--- config.mk ---
export PLATFORM = sky130hd
export DESIGN_NAME = flash_prog_seq
export DESIGN_NICKNAME = d
export VERILOG_FILES = /design/src/rtl/flash_prog_pkg.sv /design/src/rtl/fps_timer.sv /design/src/rtl/fps_addr_ctr.sv /design/src/rtl/flash_prog_seq.sv
export SDC_FILE = /design/constraint.sdc
export NUM_CORES = 1
export LEC_CHECK = 0
export BUFFER_PORTS_ARGS = -buffer_cell sky130_fd_sc_hd__buf_2
export CAP_MARGIN = 10
export CORE_MARGIN = 5
export CORE_UTILIZATION = 35
export CTS_BUF_LIST = sky130_fd_sc_hd__clkbuf_4 sky130_fd_sc_hd__clkbuf_8
export DETAILED_ROUTE_END_ITERATION = 8
export SLEW_MARGIN = 20
export SYNTH_ARGS = -nofsm -noshare
export SYNTH_HDL_FRONTEND = slang
export SYNTH_SLANG_ARGS = --single-unit
export TNS_END_PERCENT = 100
--- constraint.sdc ---
create_clock -name clk -period 2.5 [get_ports clk]
set_input_delay 0.5 -clock clk [delete_from_list [all_inputs] [get_ports clk]]
set_output_delay 0.5 -clock clk [all_outputs]
set_load 0.03 [all_outputs]
--- src/rtl/flash_prog_pkg.sv ---
// Shared types and helper functions for the erase-program-verify sequencer.
// Assumes interval parameters are small enough that cycles fit in 32 bits.
package flash_prog_pkg;

    typedef enum logic [3:0] {
        ST_IDLE,
        ST_E_SETUP,
        ST_E_PULSE,
        ST_E_HOLD,
        ST_E_RECOV,
        ST_EV_READ,
        ST_P_VPP,
        ST_P_FETCH,
        ST_P_SETUP,
        ST_P_PULSE,
        ST_P_HOLD,
        ST_P_RECOV,
        ST_V_FETCH,
        ST_V_READ
    } seq_state_t;

    // Microseconds to clock cycles, rounded up, never below one cycle.
    function automatic int unsigned us_to_cyc(input int unsigned hz, input int unsigned us);
        logic [63:0] c;
        c = (64'(hz) * 64'(us) + 64'd999_999) / 64'd1_000_000;
        if (c == 64'd0) c = 64'd1;
        return c[31:0];
    endfunction

    // Nanoseconds to clock cycles, rounded up, never below one cycle.
    function automatic int unsigned ns_to_cyc(input int unsigned hz, input int unsigned ns);
        logic [63:0] c;
        c = (64'(hz) * 64'(ns) + 64'd999_999_999) / 64'd1_000_000_000;
        if (c == 64'd0) c = 64'd1;
        return c[31:0];
    endfunction

    function automatic int unsigned max2(input int unsigned a, input int unsigned b);
        return (a > b) ? a : b;
    endfunction

endpackage

--- src/rtl/fps_timer.sv ---
// Down-counting interval timer. A load with value N-1 makes zero rise after
// N-1 further cycles, so a state that loads on entry and leaves on zero
// lasts exactly N cycles. Assumes load_val fits in CNT_W bits.
module fps_timer #(
    parameter int unsigned CNT_W = 8
) (
    input  logic             clk,
    input  logic             rst_n,
    input  logic             load,
    input  logic [CNT_W-1:0] load_val,
    output logic             zero
);
    logic [CNT_W-1:0] cnt;

    // Count down to zero; a load takes priority.
    always_ff @(posedge clk) begin
        if (!rst_n)               cnt <= '0;
        else if (load)            cnt <= load_val;
        else if (cnt != '0)       cnt <= cnt - 1'b1;
    end

    assign zero = (cnt == '0);
endmodule

--- src/rtl/fps_addr_ctr.sv ---
// Address walker for the sequencer's passes. Clears to zero, steps by one,
// and flags the configured final address. Assumes LAST_ADDR < 2**ADDR_W.
module fps_addr_ctr #(
    parameter int unsigned ADDR_W    = 8,
    parameter int unsigned LAST_ADDR = 255
) (
    input  logic              clk,
    input  logic              rst_n,
    input  logic              clr,
    input  logic              inc,
    output logic [ADDR_W-1:0] addr,
    output logic              at_last
);
    localparam logic [ADDR_W-1:0] LAST = ADDR_W'(LAST_ADDR);

    // Hold, clear or advance the current address.
    always_ff @(posedge clk) begin
        if (!rst_n)     addr <= '0;
        else if (clr)   addr <= '0;
        else if (inc)   addr <= addr + 1'b1;
    end

    assign at_last = (addr == LAST);
endmodule

--- src/rtl/flash_prog_seq.sv ---
// Erase, blank-check, program and verify sequencer for a byte-wide
// electrically erasable memory. Uses the separate write-strobe scheme: chip
// select low and read enable high while the strobe pulses. All intervals are
// given in time units and turned into cycles from CLK_HZ. Assumes the
// external switches follow vpp_en / a9_hv_en with negligible delay and that
// src_ack is a one-cycle acknowledge of the current request.
module flash_prog_seq
    import flash_prog_pkg::*;
#(
    parameter int unsigned CLK_HZ    = 50_000_000,
    parameter int unsigned ADDR_W    = 18,
    parameter int unsigned DATA_W    = 8,
    parameter int unsigned LAST_ADDR = 262_143,
    parameter int unsigned ERASE_US  = 100_000,
    parameter int unsigned PROG_US   = 20,
    parameter int unsigned SETUP_US  = 1,
    parameter int unsigned HOLD_US   = 1,
    parameter int unsigned RECOV_US  = 1,
    parameter int unsigned ACCESS_NS = 70
) (
    input  logic              clk,
    input  logic              rst_n,
    input  logic              start,
    output logic              src_req,
    output logic [ADDR_W-1:0] src_addr,
    input  logic              src_ack,
    input  logic [DATA_W-1:0] src_data,
    output logic [ADDR_W-1:0] mem_addr,
    output logic [DATA_W-1:0] mem_wdata,
    input  logic [DATA_W-1:0] mem_rdata,
    output logic              mem_ce_n,
    output logic              mem_oe_n,
    output logic              mem_pgm_n,
    output logic              vpp_en,
    output logic              a9_hv_en,
    output logic              busy,
    output logic              pass,
    output logic              fail,
    output logic [ADDR_W-1:0] fail_addr,
    output logic [DATA_W-1:0] fail_exp,
    output logic [DATA_W-1:0] fail_act
);
    localparam int unsigned SETUP_CYC = us_to_cyc(CLK_HZ, SETUP_US);
    localparam int unsigned HOLD_CYC  = us_to_cyc(CLK_HZ, HOLD_US);
    localparam int unsigned RECOV_CYC = us_to_cyc(CLK_HZ, RECOV_US);
    localparam int unsigned ERASE_CYC = us_to_cyc(CLK_HZ, ERASE_US);
    localparam int unsigned PROG_CYC  = us_to_cyc(CLK_HZ, PROG_US);
    localparam int unsigned ACC_CYC   = ns_to_cyc(CLK_HZ, ACCESS_NS);
    localparam int unsigned MAX_CYC   = max2(max2(ERASE_CYC, PROG_CYC),
                                             max2(max2(SETUP_CYC, HOLD_CYC),
                                                  max2(RECOV_CYC, ACC_CYC)));
    localparam int unsigned CNT_W     = $clog2(MAX_CYC + 1);
    localparam logic [DATA_W-1:0] BLANK = {DATA_W{1'b1}};

    seq_state_t        state, nxt;
    logic              go, tz;
    logic [CNT_W-1:0]  tmr_val;
    logic              addr_clr, addr_inc, at_last;
    logic [ADDR_W-1:0] addr;
    logic              take, fail_set, pass_set;
    logic [DATA_W-1:0] dreg;

    fps_timer #(.CNT_W(CNT_W)) u_timer (
        .clk      (clk),
        .rst_n    (rst_n),
        .load     (go),
        .load_val (tmr_val),
        .zero     (tz)
    );

    fps_addr_ctr #(.ADDR_W(ADDR_W), .LAST_ADDR(LAST_ADDR)) u_addr (
        .clk     (clk),
        .rst_n   (rst_n),
        .clr     (addr_clr),
        .inc     (addr_inc),
        .addr    (addr),
        .at_last (at_last)
    );

    // Next state, timer load and datapath strobes.
    always_comb begin
        nxt      = state;
        go       = 1'b0;
        addr_clr = 1'b0;
        addr_inc = 1'b0;
        take     = 1'b0;
        fail_set = 1'b0;
        pass_set = 1'b0;
        case (state)
            ST_IDLE:    if (start) begin nxt = ST_E_SETUP; go = 1'b1; addr_clr = 1'b1; end
            ST_E_SETUP: if (tz) begin nxt = ST_E_PULSE; go = 1'b1; end
            ST_E_PULSE: if (tz) begin nxt = ST_E_HOLD;  go = 1'b1; end
            ST_E_HOLD:  if (tz) begin nxt = ST_E_RECOV; go = 1'b1; end
            ST_E_RECOV: if (tz) begin nxt = ST_EV_READ; go = 1'b1; end
            ST_EV_READ: if (tz) begin
                if (mem_rdata != BLANK) begin
                    nxt = ST_IDLE; fail_set = 1'b1;
                end else if (at_last) begin
                    nxt = ST_P_VPP; go = 1'b1; addr_clr = 1'b1;
                end else begin
                    go = 1'b1; addr_inc = 1'b1;
                end
            end
            ST_P_VPP:   if (tz) nxt = ST_P_FETCH;
            ST_P_FETCH: if (src_ack) begin nxt = ST_P_SETUP; go = 1'b1; take = 1'b1; end
            ST_P_SETUP: if (tz) begin nxt = ST_P_PULSE; go = 1'b1; end
            ST_P_PULSE: if (tz) begin nxt = ST_P_HOLD;  go = 1'b1; end
            ST_P_HOLD:  if (tz) begin
                if (at_last) begin nxt = ST_P_RECOV; go = 1'b1; end
                else begin nxt = ST_P_FETCH; addr_inc = 1'b1; end
            end
            ST_P_RECOV: if (tz) begin nxt = ST_V_FETCH; addr_clr = 1'b1; end
            ST_V_FETCH: if (src_ack) begin nxt = ST_V_READ; go = 1'b1; take = 1'b1; end
            ST_V_READ:  if (tz) begin
                if (mem_rdata != dreg) begin
                    nxt = ST_IDLE; fail_set = 1'b1;
                end else if (at_last) begin
                    nxt = ST_IDLE; pass_set = 1'b1;
                end else begin
                    nxt = ST_V_FETCH; addr_inc = 1'b1;
                end
            end
            default:    nxt = ST_IDLE;
        endcase
    end

    // Interval loaded on entry to each timed state (length minus one).
    always_comb begin
        case (nxt)
            ST_E_SETUP, ST_P_VPP, ST_P_SETUP: tmr_val = CNT_W'(SETUP_CYC - 1);
            ST_E_PULSE:                       tmr_val = CNT_W'(ERASE_CYC - 1);
            ST_P_PULSE:                       tmr_val = CNT_W'(PROG_CYC - 1);
            ST_E_HOLD, ST_P_HOLD:             tmr_val = CNT_W'(HOLD_CYC - 1);
            ST_E_RECOV, ST_P_RECOV:           tmr_val = CNT_W'(RECOV_CYC - 1);
            ST_EV_READ, ST_V_READ:            tmr_val = CNT_W'(ACC_CYC - 1);
            default:                          tmr_val = '0;
        endcase
    end

    // State register.
    always_ff @(posedge clk) begin
        if (!rst_n) state <= ST_IDLE;
        else        state <= nxt;
    end

    // Image byte capture on acknowledge.
    always_ff @(posedge clk) begin
        if (!rst_n)    dreg <= '0;
        else if (take) dreg <= src_data;
    end

    // Result flags and mismatch record, cleared by an accepted start.
    always_ff @(posedge clk) begin
        if (!rst_n) begin
            pass      <= 1'b0;
            fail      <= 1'b0;
            fail_addr <= '0;
            fail_exp  <= '0;
            fail_act  <= '0;
        end else if (state == ST_IDLE && start) begin
            pass <= 1'b0;
            fail <= 1'b0;
        end else if (fail_set) begin
            fail      <= 1'b1;
            fail_addr <= addr;
            fail_exp  <= (state == ST_EV_READ) ? BLANK : dreg;
            fail_act  <= mem_rdata;
        end else if (pass_set) begin
            pass <= 1'b1;
        end
    end

    // Pin levels decoded from the state.
    always_comb begin
        a9_hv_en  = (state == ST_E_SETUP) || (state == ST_E_PULSE) || (state == ST_E_HOLD);
        vpp_en    = a9_hv_en || (state == ST_P_VPP) || (state == ST_P_FETCH) ||
                    (state == ST_P_SETUP) || (state == ST_P_PULSE) || (state == ST_P_HOLD);
        mem_pgm_n = !((state == ST_E_PULSE) || (state == ST_P_PULSE));
        mem_oe_n  = !((state == ST_EV_READ) || (state == ST_V_FETCH) || (state == ST_V_READ));
        mem_ce_n  = (state == ST_IDLE);
        busy      = (state != ST_IDLE);
        src_req   = (state == ST_P_FETCH) || (state == ST_V_FETCH);
    end

    assign src_addr  = addr;
    assign mem_addr  = addr;
    assign mem_wdata = dreg;
endmodule

Word level (Yosys, flattened, before mapping)
Memories as Yosys holds them, arrays and structs flattened.
Cells that the tools add are included.

word-level totals
  register bits after elaboration = 89
  bits in latches = 0
  memory bits (writable) = 0
  ROM bits = 240
  bits of input ports = 20
  output and inout port bits = 87
  word-level logic and storage cells = 106
  memories kept = 1

operators by class
  add/subtract/negate cells = 2
  multipliers = 0
  divide/modulo/power cells = 0
  order comparisons = 0
  equality and inequality tests = 16
  shift operators = 0
  mux-type cells = 50
  bitwise logic cells = 3
  reductions and logical operators = 25

memories
  name             words  bits a word  rd ports  clocked after Yosys merged registers in  write ports  line                   source
  (no name shown)  16     15           1         0                                        0            flash_prog_seq.sv:129  case (nxt)

operators with widths
  operator               number
  $mux 4                 19
  $pmux 4 s14            1
  $mux 23                2
  $eq 4x4->1 const B     6
  $logic_not 23->1       1
  $mux 1                 23
  $reduce_bool 23->1     1
  $sub 23x1->23 const B  1
  $add 18x1->18 const B  1
  $eq 18x18->1 const B   1
  $eq 4x3->1 const B     4
  $logic_or 1x1->1       11
  $eq 4x2->1 const B     2
  $mux 8                 1
  $ne 8x8->1             1
  $ne 8x8->1 const B     1
  $pmux 1 s3             2
  $reduce_or 2->1        3
  $reduce_or 6->1        1
  $pmux 1 s5             1
  $eq 4x1->1 const B     1
  $logic_not 4->1        1
  $reduce_and 2->1       2
  $reduce_bool 4->1      1
  other kinds (5)        8

Longest topological paths before layout
Gate-level depths: netlist (run 1).

  depth after elaboration = 8
  mapped depth = 12
  mapped depth without buffers = 10

By module
From an unflattened synthesis (run 1), not the netlist that was laid out.

unflattened totals
  cells, all modules = 553
  area, all modules = 4,828.4 sq um

modules (own cells, without submodules)
  module          instances  cells each  area an instance (sq um)  sequential area each (sq um)
  flash_prog_seq  1          298         2,711.4                   960.9
  fps_timer       1          160         1,290.0                   460.4
  fps_addr_ctr    1          95          827.0                     360.3

Worst setup path before layout (run 1)
No wires, ideal clock.

  path type = register to register
  from = reg state[1]
  to = reg u_timer.cnt[1]
  library setup time = 0.122 ns
  arrival = 2.723 ns
  required time = 2.378 ns
  slack = -0.345 ns
  stages on the path, launching flop included = 9
  path buffers = 2
  period minus slack after synthesis = 2.845 ns
  cells stage by stage = dfxtp_1 -> clkbuf_1 -> nor4_1 -> nand2_1 -> and3_1 -> buf_6 -> nand2_1 -> o21ai_1 -> o311a_1

between the ends
  elaborated cells between the ends (all ways) = 37
  those cells by class = 13 x eq/ne; 19 x mux; 4 x reduce/logical; 1 x memory

RTL lines
  element                   line                   source
  start: declaration        flash_prog_seq.sv:55   seq_state_t state, nxt;
  start signal: assignment  flash_prog_seq.sv:143  else state <= nxt;
  $logic_not 4->1 (*)       --
  via mem_ce_n              flash_prog_seq.sv:31   output logic mem_ce_n,
  $pmux 4 s14               flash_prog_seq.sv:89   case (state)
  $mem_v2 16x15             --
  $mux 23                   fps_timer.sv:18        else if (load) cnt <= load_val;
  end signal: assignment    fps_timer.sv:18
  end signal: assignment    fps_timer.sv:19        else if (cnt != '0) cnt <= cnt - 1'b1;
  end: declaration          fps_timer.sv:13        logic [CNT_W-1:0] cnt;

Mark *: on every way through the listed nets, which the timed path passes. The rest lies on a longest branch.
A chain may end at the register's enable or synchronous reset.

Worst setup path after layout (run 1)
  from = reg u_timer.cnt[4]
  to = reg u_timer.cnt[8]

between the ends
  word-level cells in the longest chain between the ends = 5
  elaborated cells between the ends (all ways) = 23
  those cells by class = 1 x add/sub; 18 x mux; 3 x reduce/logical; 1 x memory

ends and longest elaborated chain
  element                               line                   source
  $logic_not 23->1                      fps_timer.sv:22        assign zero = (cnt == '0);
  $mux 4, or another cell as far along  flash_prog_seq.sv:114  ST_V_READ: if (tz) begin
  $pmux 4 s14                           flash_prog_seq.sv:89
  $mem_v2 16x15                         --
  $mux 23                               fps_timer.sv:18

Parallel ways exist; a longest one is shown, timed or not. The select of a mux whose other input is x is not followed.

==> results.json, run 1 <==
{
  "worstPathCellList": "or4_4, nor4_4, buf_4, nand2_4, o211ai_2, o31a_4, or3b_4, a21oi_4, o21a_1",
  "drive_above_1_share": 0.418,
  "post-dp-hpwl_um": 9870,
  "post_synth.cell_area_avg_um2": 8.08,
  "synth_sequential_area_ratio": 0.396,
  "placedCellCount": 885,
  "syn_to_final_growth_pct": 45.6,
  "minimum_clock_period_after_layout_ns": 2.58,
  "insertedDiodeCount": 0,
  "finalWorstSetupSlack_ns": -0.0800,
  "timing.max_slew.rel_slack": 0.733,
  "buffer_ports.inserted": 106,
  "clock_latency_ns": 0.39,
  "firstDrtPassIters": 5,
  "tightestPinTransition_ns": 0.400,
  "num_vias": 4719,
  "drt_initial_violations": 302,
  "critPathArrivalTime_ns": 2.90,
  "fmax_ghz": 0.388,
  "wl_per_cell_um": 15.5,
  "nNetsFinal": 773,
  "initial_utilization": 0.356,
  "power_leakage_nw": 2.92,
  "first_global_vias": 4356,
  "final_common_cell": "buf_2",
  "cell_family_contributing_the_most_delay_on_the_critical_path": "simple AND/OR/NAND/NOR gates",
  "tritoncts_num_sinks": 89,
  "critical_path.slowest_cell": "or4_4",
  "drt_drc_violations_left": 0,
  "yosys.cell_types.count": 65,
  "grt_use_total": 0.181,
  "totalNegativeSetupSlack_ns": -0.623,
  "worst_hold_path_type": "in -> reg",
  "finalHoldViolCount": 0,
  "min_period_over_period": 1.03,
  "number_of_synthesized_register_bits": 89,
  "num_io_pins": 107,
  "setup.worst_path.start_class": "register",
  "fill_cells": 1209,
  "unrepaired_setup_endpoints_after_global_routing": "yes",
  "netlist_top_cells_area": "dfxtp_1, nor2_1, nand2_1, a21oi_1, xnor2_1",
  "final.hold.worst_slack_ns": 0.347,
  "synth_cells": 556,
  "number_of_buffers_created_by_cts": 9,
  "run_status": "finished, violations left",
  "synth_enable_flop_cells": 0,
  "cap_viol_max_count": 0,
  "dieWidth_um": 123,
  "path_buf_inv": 1,
  "grt_first_pass_wirelength_um": 21500,
  "die-area_um2": 15200,
  "drt_antenna_net_count": 0,
  "final-setup-viol-count": 16,
  "post_detailed_route_via_to_cell_ratio": 5.09,
  "coreArea_um2": 12600,
  "synthFlopType": "dfxtp_1",
  "capturing_element_type_of_the_critical_path": "register",
  "grt_start_max_net_pins": 34,
  "htree_num_levels": 3,
  "crit_fanout": 4,
  "critPathMaxStageDelay_ns": 0.55,
  "cellPowerDensity_nw_per_um2": 906,
  "skew_ns": 0.0138,
  "synth_area_um2": 4490,
  "rows": 41,
  "leading_area_contributor_after_synthesis": "dfxtp_1",
  "drt_wl_total_um": 14400,
  "syn-num-nets": 578,
  "synth_warn": 0,
  "irDropWorstVdd_v": 0.000555,
  "clk_transition_reported_paths_ns": 0.10,
  "failing_checks": "setup timing",
  "fp.dieH_um": 123,
  "grt_overflow": 0,
  "timing_worst_setup_path_type": "reg -> reg",
  "place.gp.congestion": 0.868,
  "crit_required_ns": 2.82,
  "share_of_synthesized_registers_carrying_an_async_set_or_reset": 0,
  "mostFrequentLayoutCells": "buf_2, buf_4, dfxtp_1",
  "netlist.area_leader.share": 0.396,
  "ctsRootBufferMaster": "clkbuf_8",
  "final_max_slew_viol_count": 0,
  "grt_antenna_before_repair": 0,
  "layout.cells.non_filler": 928,
  "cts.path.max_buffers": 2,
  "cts_tree": "yes"
}
[stage by stage]
stage | instance area (µm²) | setup slack [ns] | total power, mW | utilization
2_1_floorplan | 4540 | -0.130 | 3.33 | -
3_3_place_gp | 5780 | -0.196 | 4.29 | 0.458
3_5_place_dp | 5780 | -0.216 | 4.33 | 0.458
4_1_cts | 6250 | -0.0802 | 5.70 | 0.496
5_1_grt | 6540 | -0.196 | 6.29 | 0.518
6_report | 6540 | -0.0800 | 5.93 | 0.518
[cells by family after synthesis]
kind of cell    count (synthesis)  synth area share
xor+xnor                       35            0.0682
compound gates                108             0.156
mux                            10            0.0223
simple gates                  256             0.284
buf+inv                        56            0.0679
flops                          89             0.396
fa+ha+maj                       2           0.00557
[per-layer routing]
metal,GRT usage,share of wire,vias to the layer above
li1,-,-,2301
met1,0.241,0.45,2266
met2,0.296,0.48,138
met3,0.0380,0.055,14
met4,0.0567,0.016,0
met5,0,0,-
[worst paths after layout]
| check | start | endpoint | slack, ns | cells past startpoint |
|---|---|---|---|---|
| worst max register to register | u_timer.cnt[4] | u_timer.cnt[8] | -0.08 | 9 |
| worst min-delay path | src_data[5] | mem_wdata[5] | 0.35 | 3 |
| worst min register to register | fail_addr[8] | fail_addr[8] | 0.45 | 2 |
| worst max-delay path | u_timer.cnt[4] | u_timer.cnt[8] | -0.08 | 9 |
[worst register-to-register path: stages (launching register included)]
cell,delay [ns]
dfxtp_2,0.33
or4_4,0.55
nor4_4,0.31
buf_4,0.18
nand2_4,0.06
o211ai_2,0.17
o31a_4,0.19
or3b_4,0.42
a21oi_4,0.18
o21a_1,0.14
[cell usage after synthesis, drive strengths merged (2+ instances only)]
master / n
dfxtp: 89
nor2: 78
nand2: 76
a21oi: 47
buf: 29
xnor2: 20
clkbuf: 19
o21ai: 17
xor2: 15
or3: 13
nand4: 12
nand3: 11
nor3: 11
a211oi: 10
mux2i: 10
nor4: 9
inv: 8
o21a: 8
nand2b: 7
and2: 6
and4: 6
a31oi: 5
nor2b: 5
or4: 5
and3: 4
a21o: 3
or2: 3
a22oi: 2
ha: 2
nand3b: 2
nor3b: 2
o211ai: 2
o221a: 2
o31a: 2
or3b: 2
[sequential cells by signal, summed over array words and instances, names as in the netlist]
register,flops
u_timer.cnt,23
fail_act,8
fail_addr,18
fail_exp,8
u_addr.addr,18
state,4
pass,1
fail,1
mem_wdata,8
[report_power, final]
group | internal [mW] | leakage [nW] | switching [mW]
logic | 1.57 | 2.09 | 1.59
clock network | 0.486 | 0.105 | 0.569
registers | 1.58 | 0.723 | 0.136
[cell type report]
cell class	count	area, µm²	area share
clock buffers	10	131	0.0201
clock inverters	6	73.8	0.0113
inverters	8	30.0	0.00459
multi-input cells	411	2680	0.409
flip-flops and latches	89	1790	0.274
well taps	172	215	0.0329
repair buffers	232	1620	0.248
[timing repair]
action,4_1_cts,5_1_grt
pin swaps,20,21
endpoints found under the setup margin,64,62
hold buffers,0,0
resized for setup,28,47
gates cloned,3,3
setup buffers,11,12
Note: power is estimated with default switching activity, not from simulation.
==> inputs of run 2 (changes only) <==
- PLACE_DENSITY_LB_ADDON: not set -> 0.3
==> run 2 against run 1 <==
The flow still finishes with violations (setup timing). Setup slack got worse by 0.024 ns. Design area decreased by 2.7%. First-iteration DRC count shrank 15%. Critical path type unchanged. Clock skew up 0.0014 ns. Largest cell class unchanged. Largest power group unchanged. Register-to-register slack worse by 0.02 ns.
==> results.json, run 2 (synthesis gave the netlist of run 1 again) <==
{
  "first_global_vias": 4319,
  "wl_per_cell_um": 15.1,
  "drt_wl_total_um": 13800,
  "finalHoldViolCount": 0,
  "crit_fanout": 6,
  "power_leakage_nw": 2.86,
  "post-dp-hpwl_um": 9930,
  "htree_num_levels": 3,
  "cts.path.max_buffers": 2,
  "final_max_slew_viol_count": 0,
  "timing_worst_setup_path_type": "reg -> reg",
  "minimum_clock_period_after_layout_ns": 2.60,
  "ff2ff_path_depth": 9,
  "setup.worst_path.end": "u_addr.addr[8]",
  "critical_path.startpoint": "u_timer.cnt[3]",
  "crit_required_ns": 2.81,
  "grt_start_max_net_pins": 44,
  "drive_above_1_share": 0.405,
  "number_of_buffers_created_by_cts": 9,
  "max_ffs_per_register": 23,
  "rows": 41,
  "mostFrequentLayoutCells": "buf_2, buf_4, dfxtp_1",
  "nNetsFinal": 762,
  "clock_latency_ns": 0.39,
  "die-area_um2": 15200,
  "min_period_over_period": 1.04,
  "cap_viol_max_count": 0,
  "num_io_pins": 107,
  "firstDrtPassIters": 5,
  "layout.cells.non_filler": 916,
  "top_register": "u_timer.cnt",
  "clockPowerShare": 0.174,
  "timing.max_slew.rel_slack": 0.714,
  "critPathArrivalTime_ns": 2.92,
  "fill_cells": 1234,
  "syn_to_final_growth_pct": 41.7,
  "p_seq_frac": 0.296,
  "p_int_mw": 3.56,
  "cts_hold_buf": 0,
  "fmax_ghz": 0.384,
  "fin_total_pwr_mw": 5.80,
  "run_status": "finished, violations left",
  "final-setup-viol-count": 21,
  "cts_tree": "yes",
  "power_switching_mw": 2.24,
  "largest_registers": "u_timer.cnt x23, fail_addr x18, u_addr.addr x18",
  "cellPowerDensity_nw_per_um2": 911,
  "ctsRootBufferMaster": "clkbuf_8",
  "hold_depth": 3,
  "grt_use_total": 0.173,
  "ff_latch_area_um2": 1790,
  "tritoncts_num_sinks": 89,
  "post_detailed_route_via_to_cell_ratio": 5.01,
  "register_to_register_setup_slack_ns": -0.10,
  "rr_startpoint": "u_timer.cnt[3]",
  "tightestPinTransition_ns": 0.424,
  "placedCellCount": 882,
  "grt_overflow": 0,
  "setup.worst_path.start_class": "register",
  "place.gp.congestion": 0.893,
  "num_vias": 4587,
  "switching_share": 0.386,
  "drt_antenna_net_count": 0,
  "capturing_element_type_of_the_critical_path": "register",
  "skew_ns": 0.0152,
  "fp.dieH_um": 123,
  "buffer_ports.inserted": 106,
  "unrepaired_setup_endpoints_after_global_routing": "yes",
  "initial_utilization": 0.356,
  "power.combinational.fraction": 0.530,
  "worst_hold_path_type": "in -> reg",
  "coreArea_um2": 12600,
  "rr_endpoint": "u_addr.addr[8]",
  "failing_checks": "setup timing",
  "insertedDiodeCount": 0,
  "grt_antenna_before_repair": 0,
  "clk_transition_reported_paths_ns": 0.09,
  "finalWorstSetupSlack_ns": -0.104,
  "final_common_cell": "buf_2",
  "drt_initial_violations": 256,
  "grt_first_pass_wirelength_um": 21000,
  "drt_drc_violations_left": 0,
  "irDropWorstVdd_v": 0.000526,
  "multiInputGateArea_um2": 2680,
  "dieWidth_um": 123
}
## run 2: changes by cell type in the layout (fill, tap and decap cells not counted), moves of 3 or more
| cell | before | now |
|---|---|---|
| o21ai_1 | 4 | 7 |
| buf_12 | 4 | 1 |
| a21oi_2 | 11 | 4 |
| buf_4 | 106 | 99 |
| a21oi_1 | 35 | 41 |
| o21ai_0 | 11 | 8 |
## run 2: how the worst min path moves through the flow
| stage | startpoint | end | slack, ns |
|---|---|---|---|
| finish | src_data[7] | mem_wdata[7] | 0.35 |
| global placement | fail_addr[6] | fail_addr[6] | 0.44 |
| CTS | src_data[7] | mem_wdata[7] | 0.33 |
| global route | src_data[4] | mem_wdata[4] | 0.35 |
| detailed placement | fail_addr[8] | fail_addr[8] | 0.44 |
| floorplan | u_timer.cnt[16] | u_timer.cnt[16] | 0.43 |
## run 2: per-layer routing
metal,share of wire,track usage,wire length [µm],up-vias
met5,0,0,0,-
li1,-,-,-,2278
met4,0.020,0.0657,271,0
met2,0.49,0.295,6800,128
met3,0.051,0.0343,701,19
met1,0.44,0.216,6040,2162
## run 2: final cells by class
cell class / count / area share
Clock buffer: 9 / 0.0194
Clock inverter: 6 / 0.0104
Inverter: 8 / 0.00472
Multi-Input combinational cell: 411 / 0.420
Sequential cell: 89 / 0.281
Tap cell: 172 / 0.0338
Timing Repair Buffer: 221 / 0.230
## run 2: what timing repair did
action                                  4_1_cts  5_1_grt
endpoints found under the setup margin       36       40
gates cloned                                  1        1
pin swaps                                    19       16
endpoints found under the hold margin         0        0
gates resized for setup                      22       48
buffers inserted                              8       10
## run 2: critical path: stages, from the launching register on
cell and delay, ns:
dfxtp_2 0.33, or4_4 0.57, nor4_4 0.30, and2_4 0.25, buf_6 0.11, and2_4 0.14
nand4_1 0.19, buf_6 0.19, or3_1 0.31, a21oi_1 0.14
## run 2: power groups by stage
| stage | logic [mW] | clock network [mW] | registers, mW |
|---|---|---|---|
| 4_1_cts | 2.77 | 1.04 | 1.71 |
| 6_report | 3.07 | 1.01 | 1.72 |
| 5_1_grt | 3.32 | 1.09 | 1.74 |
| 3_5_place_dp | 2.58 | 0 | 1.74 |
| 2_1_floorplan | 1.60 | 0 | 1.73 |
| 3_3_place_gp | 2.55 | 0 | 1.73 |
## run 2: through the flow
stage,cell area (µm²),utilization,setup TNS [ns],hold WS [ns],worst slack [ns]
after global routing,6370,0.505,-4.26,0.350,-0.231
after floorplan,4540,-,-0.762,0.435,-0.130
final,6370,0.505,-1.18,0.345,-0.104
after global placement,5750,0.456,-2.25,0.437,-0.202
after detailed placement,5750,0.456,-3.35,0.440,-0.256
after CTS,6080,0.482,-0.763,0.330,-0.0922
==> inputs of run 3 (changes only) <==
- REMOVE_ABC_BUFFERS: not set -> 1
- SYNTH_HIERARCHICAL: not set -> 1
==> run 3 against run 2 <==
The run still ends with setup timing left. Synthesized cell count shrank 0.54%. Clock skew up 0.0034 ns. Synthesized area increased by 7.4%. Final cell count increased by 2.5%. Critical path type unchanged. Clock power rose by 7%. Sequential share of layout area decreased by 2.1 points. Via count increased by 5.6%. Critical endpoint is now u_addr/addr[15]. First-iteration DRC count up 56%. Die area rose by 6.8%.
==> results.json, run 3 <==
{
  "coreArea_um2": 13700,
  "firstDrtPassIters": 5,
  "rows": 43,
  "totalNegativeSetupSlack_ns": -4.04,
  "cts_hold_buf": 0,
  "rr_startpoint": "u_timer/cnt[0]",
  "insertedDiodeCount": 0,
  "crit_fanout": 5,
  "final.hold.worst_slack_ns": 0.385,
  "die-area_um2": 16200,
  "register_to_register_setup_slack_ns": -0.28,
  "run_status": "finished, violations left",
  "post_detailed_route_via_to_cell_ratio": 5.16,
  "num_vias": 4842,
  "nNetsFinal": 776,
  "critPathArrivalTime_ns": 3.08,
  "ff2ff_path_depth": 14,
  "drive_above_1_share": 0.416,
  "postLayoutCellArea_um2": 6880,
  "number_of_buffers_created_by_cts": 9,
  "holdCritStartpoint": "src_data[4]",
  "top_register": "u_timer/cnt",
  "placedCellCount": 903,
  "worst_hold_path_type": "in -> reg",
  "failing_checks": "setup timing",
  "post-dp-hpwl_um": 10100,
  "dieWidth_um": 127,
  "largest_registers": "u_timer/cnt x23, fail_addr x18, u_addr/addr x18",
  "grt_use_total": 0.162,
  "finalHoldViolCount": 0,
  "utilization": 0.501,
  "ctsRootBufferMaster": "clkbuf_8",
  "synth_warn": 6,
  "layout.cells.non_filler": 939,
  "final_common_cell": "buf_4",
  "clock_latency_ns": 0.38,
  "min_period_over_period": 1.11,
  "crit_required_ns": 2.81,
  "final_max_slew_viol_count": 0,
  "unrepaired_setup_endpoints_after_global_routing": "yes",
  "htree_num_levels": 3,
  "skew_ns": 0.0186,
  "synth_area_um2": 4830,
  "fp.dieH_um": 127,
  "first_global_vias": 4546,
  "leading_area_contributor_after_synthesis": "dfxtp_1",
  "netlist_top_cells_area": "dfxtp_1, mux2i_1, nor2b_1, xnor2_1, buf_4",
  "number_of_synthesized_register_bits": 89,
  "timing_worst_setup_path_type": "reg -> reg",
  "drt_antenna_net_count": 0,
  "tightestPinTransition_ns": 0.617,
  "place_area_um2": 6140,
  "drt_drc_violations_left": 0,
  "irDropWorstVdd_v": 0.000487,
  "final-setup-viol-count": 18,
  "timing.max_slew.rel_slack": 0.587,
  "ff_latch_area_um2": 1790,
  "num_io_pins": 107,
  "synth_most_common_cell": "dfxtp_1",
  "clk_transition_reported_paths_ns": 0.10,
  "initial_utilization": 0.352,
  "post_synth_most_frequent_cells": "dfxtp_1, nor2_1, mux2i_1, nand2_1, nor2b_1",
  "grt_start_max_net_pins": 29,
  "buffer_ports.inserted": 106,
  "syn_to_final_growth_pct": 42.4,
  "post_synth.cell_area_avg_um2": 8.73,
  "capturing_element_type_of_the_critical_path": "register",
  "minimum_clock_period_after_layout_ns": 2.78,
  "setup.worst_path.start_class": "register",
  "synth_cells": 553,
  "synth_enable_flop_cells": 0,
  "grt_overflow": 0,
  "cts.path.max_buffers": 2,
  "grt_first_pass_wirelength_um": 21700,
  "netlist.area_leader.share": 0.369,
  "cap_viol_max_count": 0,
  "wl_per_cell_um": 15.3,
  "fmax_ghz": 0.360,
  "finalWorstSetupSlack_ns": -0.277,
  "rr_endpoint": "u_addr/addr[15]",
  "tritoncts_num_sinks": 89,
  "hold_depth": 3,
  "drt_wl_total_um": 14400,
  "max_ffs_per_register": 23,
  "mostFrequentLayoutCells": "buf_4, buf_2, dfxtp_1",
  "share_of_synthesized_registers_carrying_an_async_set_or_reset": 0,
  "power_leakage_nw": 3.01,
  "synth_sequential_area_ratio": 0.369,
  "drt_initial_violations": 399,
  "holdPathEnd": "mem_wdata[4]",
  "fill_cells": 1296,
  "cts_tree": "yes",
  "grt_antenna_before_repair": 0,
  "yosys.cell_types.count": 70,
  "place.gp.congestion": 0.931,
  "cellPowerDensity_nw_per_um2": 755,
  "multiInputGateArea_um2": 2960,
  "synthFlopType": "dfxtp_1"
}
[run 3: cell types whose count changed after synthesis, sizes merged, moves of 7 or more]
cell	previous run	this run
o211a	1	8
nor2b	5	35
inv	8	15
o21ai	17	30
o31ai	0	7
a21oi	47	18
mux2i	10	36
nand3	11	26
nand2	76	37
nor2	78	44
a211oi	10	2
xor2	15	8
[run 3: worst max-delay path, cell delays in order, from the launching register on]
cell     delay [ns]
dfxtp_2        0.33
inv_2          0.07
ha_4           0.13
nor4b_4        0.17
buf_4          0.15
nand4_1        0.10
nor2_1         0.12
buf_4          0.15
buf_12         0.11
inv_6          0.04
nor3_4         0.21
nand3_2        0.10
or4_4          0.50
or3_4          0.38
a21oi_2        0.13
[run 3: repair_timing]
item | CTS | global route
endpoints found under the setup margin | 56 | 72
gates cloned | 0 | 5
gates resized for setup | 29 | 53
pin swaps | 25 | 23
setup buffers | 8 | 9
[run 3: how the worst max path moves through the flow]
stage | endpoint | slack, ns | startpoint
detailed placement | u_addr/addr[16] | -0.44 | mem_rdata[2]
CTS | u_addr/addr[15] | -0.20 | u_timer/cnt[0]
finish | u_addr/addr[15] | -0.28 | u_timer/cnt[0]
global route | u_timer/cnt[0] | -0.41 | u_timer/cnt[0]
floorplan | u_timer/cnt[14] | -1.43 | u_addr/addr[4]
global placement | u_addr/addr[17] | -0.42 | mem_rdata[2]
[run 3: stage by stage]
step	setup WS [ns]	power (mW)
floorplan	-1.43	3.06
global placement	-0.415	3.71
detailed placement	-0.437	3.75
CTS	-0.196	4.99
global route	-0.410	5.48
finish	-0.277	5.19
[run 3: routing by layer]
layer  vias up  track usage  wire length, µm
met5         -            0                0
met1      2310        0.205             6190
met3        27       0.0272              801
met4         0       0.0612              236
li1       2346            -                -
met2       159        0.275             7130
[run 3: final cells by class]
cell class,count,share of cell area
repair buffers,232,0.236
multi-input cells,407,0.431
inverters,15,0.00964
clock inverters,6,0.0109
clock buffers,10,0.0200
flip-flops and latches,89,0.260
well taps,180,0.0327
[run 3: cells by family after synthesis]
kind of cell	count (synthesis)	share of synthesized area
compound gates	102	0.152
xor+xnor	33	0.0599
fa+ha+maj	2	0.00518
buf+inv	64	0.0736
flops	89	0.369
mux	37	0.0770
other cells	1	0.000777
simple gates	225	0.263
[run 3: power by group]
group | switching, mW | internal (mW) | total [mW]
Clock | 0.573 | 0.504 | 1.08
Sequential | 0.0957 | 1.56 | 1.66
Combinational | 1.29 | 1.16 | 2.46
Total | 1.96 | 3.23 | 5.19
